<file path="config.mk">
export PLATFORM = sky130hd
export DESIGN_NAME = hdm_target_decoder
export DESIGN_NICKNAME = d
export VERILOG_FILES = /design/src/rtl/hdm_pkg.sv /design/src/rtl/hdm_csr_bank.sv /design/src/rtl/hdm_way_index.sv /design/src/rtl/hdm_port_select.sv /design/src/rtl/hdm_target_decoder.sv
export SDC_FILE = /design/constraint.sdc
export NUM_CORES = 1
export LEC_CHECK = 0
export CORE_AREA = 2 2 107 109
export DETAILED_ROUTE_END_ITERATION = 8
export DIE_AREA = 0 0 109 111
export HOLD_SLACK_MARGIN = 0.06
export PLACE_DENSITY = 0.69
export SETUP_SLACK_MARGIN = 0.05
export SLEW_MARGIN = 5
export SYNTH_ARGS = -nofsm -noshare
export SYNTH_HDL_FRONTEND = slang
export SYNTH_HIERARCHICAL = 1
export SYNTH_SLANG_ARGS = --single-unit
export TNS_END_PERCENT = 20
</file>
<file path="constraint.sdc">
create_clock -name clk -period 3.3 [get_ports clk]
set_clock_uncertainty 0.1 [all_clocks]
set_input_delay 0.33 -clock clk [delete_from_list [all_inputs] [get_ports clk]]
set_output_delay 0.33 -clock clk [all_outputs]
set_load 0.005 [all_outputs]
</file>
<file path="src/rtl/hdm_pkg.sv">
package hdm_pkg;

    localparam int REG_W       = 32;
    localparam int BE_W        = REG_W / 8;
    localparam int SEL_W       = 2;
    localparam int PORT_W      = 8;
    localparam int MAX_IW      = 3;
    localparam int ENTRIES     = 1 << MAX_IW;
    localparam int IDX_W       = MAX_IW;
    localparam int GRAN_BASE   = 8;

    localparam int IG_LSB      = 0;
    localparam int IG_W        = 4;
    localparam int IW_LSB      = 4;
    localparam int IW_W        = 4;
    localparam int COMMIT_BIT  = 10;

    localparam logic [SEL_W-1:0] SEL_CTRL = 2'd0;
    localparam logic [SEL_W-1:0] SEL_TLO  = 2'd1;
    localparam logic [SEL_W-1:0] SEL_THI  = 2'd2;

    typedef enum logic [1:0] {
        RSP_IDLE = 2'd0,
        RSP_HIT  = 2'd1,
        RSP_MISS = 2'd2
    } rsp_state_e;

    typedef struct packed {
        logic             committed;
        logic [IW_W-1:0]  ways;
        logic [IG_W-1:0]  gran;
    } ctrl_fields_t;

    function automatic ctrl_fields_t unpack_ctrl(input logic [REG_W-1:0] word);
        ctrl_fields_t f;
        f.committed = word[COMMIT_BIT];
        f.ways      = word[IW_LSB +: IW_W];
        f.gran      = word[IG_LSB +: IG_W];
        return f;
    endfunction

endpackage

</file>
<file path="src/rtl/hdm_csr_bank.sv">
module hdm_csr_bank
    import hdm_pkg::*;
(
    input  logic              clk,
    input  logic              rst_n,
    input  logic              wr_en,
    input  logic [SEL_W-1:0]  wr_sel,
    input  logic [REG_W-1:0]  wr_data,
    input  logic [BE_W-1:0]   wr_be,
    output logic [REG_W-1:0]  ctrl_q,
    output logic [REG_W-1:0]  tlo_q,
    output logic [REG_W-1:0]  thi_q
);

    localparam int NUM_WORDS = 3;

    logic [REG_W-1:0] word_q [NUM_WORDS];

    for (genvar w = 0; w < NUM_WORDS; w++) begin : g_word
        logic hit_w;
        assign hit_w = wr_en && (wr_sel == SEL_W'(w));
        for (genvar b = 0; b < BE_W; b++) begin : g_byte
            always_ff @(posedge clk) begin
                if (!rst_n) begin
                    word_q[w][8*b +: 8] <= '0;
                end else if (hit_w && wr_be[b]) begin
                    word_q[w][8*b +: 8] <= wr_data[8*b +: 8];
                end
            end
        end
    end

    assign ctrl_q = word_q[SEL_CTRL];
    assign tlo_q  = word_q[SEL_TLO];
    assign thi_q  = word_q[SEL_THI];

endmodule

</file>
<file path="src/rtl/hdm_way_index.sv">
module hdm_way_index
    import hdm_pkg::*;
#(
    parameter int ADDR_W = 48
) (
    input  logic [ADDR_W-1:0] addr,
    input  logic [IG_W-1:0]   gran,
    input  logic [IW_W-1:0]   ways,
    output logic [IDX_W-1:0]  idx,
    output logic              ways_ok
);

    localparam int SH_W  = $clog2(ADDR_W) + 1;
    localparam int SEL_B = $clog2(IDX_W + 1);

    logic [SH_W-1:0]   shamt;
    logic [ADDR_W-1:0] shifted;
    logic [IDX_W:0]    one_hot;
    logic [IDX_W-1:0]  mask;

    always_comb begin
        shamt   = SH_W'(GRAN_BASE) + SH_W'(gran);
        shifted = addr >> shamt;
        ways_ok = (ways <= IW_W'(MAX_IW));
        one_hot = (IDX_W+1)'(1) << ways[SEL_B-1:0];
        mask    = IDX_W'(one_hot - (IDX_W+1)'(1));
        idx     = shifted[IDX_W-1:0] & mask;
    end

endmodule

</file>
<file path="src/rtl/hdm_port_select.sv">
module hdm_port_select
    import hdm_pkg::*;
(
    input  logic [REG_W-1:0]  tlo,
    input  logic [REG_W-1:0]  thi,
    input  logic [IDX_W-1:0]  idx,
    output logic [PORT_W-1:0] port
);

    localparam int LIST_W = 2 * REG_W;

    logic [LIST_W-1:0] list_flat;
    logic [PORT_W-1:0] entry [ENTRIES];

    assign list_flat = {thi, tlo};

    for (genvar e = 0; e < ENTRIES; e++) begin : g_entry
        assign entry[e] = list_flat[e*PORT_W +: PORT_W];
    end

    assign port = entry[idx];

endmodule

</file>
<file path="src/rtl/hdm_target_decoder.sv">
module hdm_target_decoder
    import hdm_pkg::*;
#(
    parameter int ADDR_W = 48
) (
    input  logic              clk,
    input  logic              rst_n,
    input  logic              wr_en,
    input  logic [1:0]        wr_sel,
    input  logic [31:0]       wr_data,
    input  logic [3:0]        wr_be,
    input  logic              lk_valid,
    input  logic [ADDR_W-1:0] lk_addr,
    output logic              rsp_valid,
    output logic              rsp_hit,
    output logic [7:0]        rsp_port
);

    logic [REG_W-1:0]  ctrl_q, tlo_q, thi_q;
    ctrl_fields_t      cf;
    logic [IDX_W-1:0]  way_idx;
    logic              ways_ok;
    logic [PORT_W-1:0] sel_port;
    logic              resolves;

    rsp_state_e        state_q, state_d;
    logic [PORT_W-1:0] port_q, port_d;

    hdm_csr_bank u_csr (
        .clk     (clk),
        .rst_n   (rst_n),
        .wr_en   (wr_en),
        .wr_sel  (wr_sel),
        .wr_data (wr_data),
        .wr_be   (wr_be),
        .ctrl_q  (ctrl_q),
        .tlo_q   (tlo_q),
        .thi_q   (thi_q)
    );

    assign cf = unpack_ctrl(ctrl_q);

    hdm_way_index #(.ADDR_W(ADDR_W)) u_idx (
        .addr    (lk_addr),
        .gran    (cf.gran),
        .ways    (cf.ways),
        .idx     (way_idx),
        .ways_ok (ways_ok)
    );

    hdm_port_select u_sel (
        .tlo  (tlo_q),
        .thi  (thi_q),
        .idx  (way_idx),
        .port (sel_port)
    );

    assign resolves = cf.committed && ways_ok;

    // next-state logic
    always_comb begin
        state_d = RSP_IDLE;
        port_d  = '0;
        if (lk_valid) begin
            if (resolves) begin
                state_d = RSP_HIT;
                port_d  = sel_port;
            end else begin
                state_d = RSP_MISS;
            end
        end
    end

    // state register
    always_ff @(posedge clk) begin
        if (!rst_n) begin
            state_q <= RSP_IDLE;
            port_q  <= '0;
        end else begin
            state_q <= state_d;
            port_q  <= port_d;
        end
    end

    // outputs
    always_comb begin
        rsp_valid = 1'b0;
        rsp_hit   = 1'b0;
        rsp_port  = '0;
        unique case (state_q)
            RSP_IDLE: ;
            RSP_HIT: begin
                rsp_valid = 1'b1;
                rsp_hit   = 1'b1;
                rsp_port  = port_q;
            end
            RSP_MISS: rsp_valid = 1'b1;
            default: ;
        endcase
    end

endmodule

</file>
==> impl_metrics.tcl <==
set metrics [dict create \
    rsz0062_at_grt "false" \
    p_leak_nw 2.00 \
    drc 0 \
    p_per_area_nw_per_um2 489 \
    final_cell_mix "nor2_1, edfxtp_1, clkdlybuf4s50_1" \
    critPathLaunchType "flip-flop" \
    grt_max_degree 19 \
    ir_worst_vdd_mv 0.284 \
    path_clk_slew_ns 0.06 \
    syn_area_sq_um 4270 \
    power_frac_clock_pct 39.9 \
    antenna_left 0 \
    multi_input_area_sq_um 1720 \
    initial_core_util_pct 38.6 \
    cts.repair.resized 0 \
    cts_max_path_buffers 2 \
    hp-class "flip-flop to flip-flop" \
    die_h_um 111 \
    avgSynthCellArea_sq_um 14.2 \
    die_x_um 109 \
    drt-initial-drc-count 144 \
    maxCapViolCount 0 \
    numPortBuffers 69 \
    post_cts_buffers 0 \
    finalSetupTns_ns 0 \
    p_int_mw 2.09 \
    status "completed" \
    cts.sink_count 83 \
    crit_family "multiplexers" \
    ys_warn_count 6 \
    routabilityCongestion 0.766 \
    die-area_sq_um 12100 \
    clock_latency_ns 0.33 \
    place_hpwl_um 6580 \
    row_count 39 \
    overflow 0 \
    ff2ff_path_depth 7 \
    required_ns 3.42 \
    setup_viol 0 \
    post_route_cells_drive_above_1_share_pct 14.4 \
    worstReg2RegStart "u_csr/word_q[0][1]" \
    crit_type "flip-flop to flip-flop" \
    crit_path_end "port_q[6]" \
    slew_violations 0 \
    syn-num-nets 394 \
    syn_inst 302 \
    worstSetupEndpointType "flip-flop" \
    vias 2665 \
    path_buf_inv 1 \
    path_max_fanout 16 \
    cts_root_buf "clkbuf_16" \
    diodes 0 \
    utilization_pct 49.2 \
    layout_commonest_cell "nor2_1" \
    nets 469 \
    antenna_found_initial 0 \
    crit_path_top_delay_cell "mux4_1" \
    grtUsageTotal_pct 16.1 \
    rrSetupSlack_ns 0.15 \
    postCtsHoldBufs 0 \
    max_freq_mhz 317 \
    ios 100 \
    p_sw_uw 577 \
    core_area_sq_um 11100 \
    seq_power_share_pct 46.0 \
    period_share_pct 95.6 \
    n_fill_cell 958 \
    max_slew_margin_pct 49.4 \
    pwr-share-comb_pct 14.0 \
    min_period_ns 3.15 \
    viasPerCell 5.08 \
    dr.pass1.iters 4 \
    switching_share_pct 21.6 \
    critPathMaxStageDelay_ns 0.66 \
    crit_path_start "u_csr/word_q[0][1]" \
    htree_levels 3 \
    tightest_slew_ns 0.756 \
    grt_pass1_wl_um 14600 \
    cts_buffers 9 \
    cp_common_cell "mux4_1" \
    cp_num_cells 7 \
    area_growth_pct 27.6 \
    reg2reg_to "port_q[6]" \
    drt_wl_total_um 9030 \
    wl_per_cell_um 17.2 \
    cp_cell_sequence "mux4_1 > mux4_2 > o21a_1 > buf_12 > mux4_1 > mux2_2 > and2_1" \
    grt_pass1_vias 2778 \
    finalHoldViolations 0 \
    seqCellArea_sq_um 2390 \
    cts_tree "built" \
    arrival_ns 3.28 \
]
-- state kept, by name, summed over array words and instances (netlist names) --
signal        cells
state_q           2
u_csr/word_q     73
port_q            8
-- routing by layer --
metal	vias to the layer above	routed length, um	global-route usage (%)
li1	1283	-	-
met1	1308	3900	21.2
met2	66	4640	26.5
met3	8	366	3.17
met4	0	122	5.30
met5	-	0	0
-- per-stage QoR --
| stage | cells | hold slack, ns | setup WS (ns) | power (mW) | instance area, sq um |
|---|---|---|---|---|---|
| finish | 525 | 0.420 | 0.146 | 2.67 | 5450 |
| global route | 525 | 0.430 | 0.0853 | 2.77 | 5450 |
| CTS | 525 | 0.404 | 0.144 | 2.69 | 5450 |
| detailed placement | 509 | 0.395 | 0.00488 | 1.62 | 5130 |
| global placement | 509 | 0.381 | 0.0442 | 1.61 | 5130 |
| floorplan | 302 | 0.318 | 0.420 | 1.47 | 4270 |
-- how the worst min path moves through the flow --
stage / endpoint / start / slack, ns / cells past startpoint
6_report: state_q[1] / u_csr/word_q[0][10] / 0.42 / 1
2_1_floorplan: state_q[1] / u_csr/word_q[0][10] / 0.32 / 1
3_3_place_gp: state_q[1] / u_csr/word_q[0][10] / 0.38 / 1
5_1_grt: state_q[1] / u_csr/word_q[0][10] / 0.43 / 1
4_1_cts: state_q[1] / u_csr/word_q[0][10] / 0.40 / 1
3_5_place_dp: state_q[1] / u_csr/word_q[0][10] / 0.39 / 1
-- area by class of cell --
cell class                      count  area share, %
Clock buffer                        9           4.13
Clock inverter                      7           1.79
Inverter                            2          0.138
Multi-Input combinational cell    197           31.6
Sequential cell                    83           43.9
Tap cell                          143           3.28
Timing Repair Buffer               84           15.2
-- power groups by stage --
stage                     registers (mW)  clock network, mW  logic, mW
after floorplan                     1.24                  0      0.237
after global placement              1.24                  0      0.370
after detailed placement            1.25                  0      0.374
after CTS                           1.23               1.09      0.376
after global routing                1.23               1.14      0.399
final                               1.23               1.06      0.374
No activity file was read; power rests on OpenSTA's default activity.
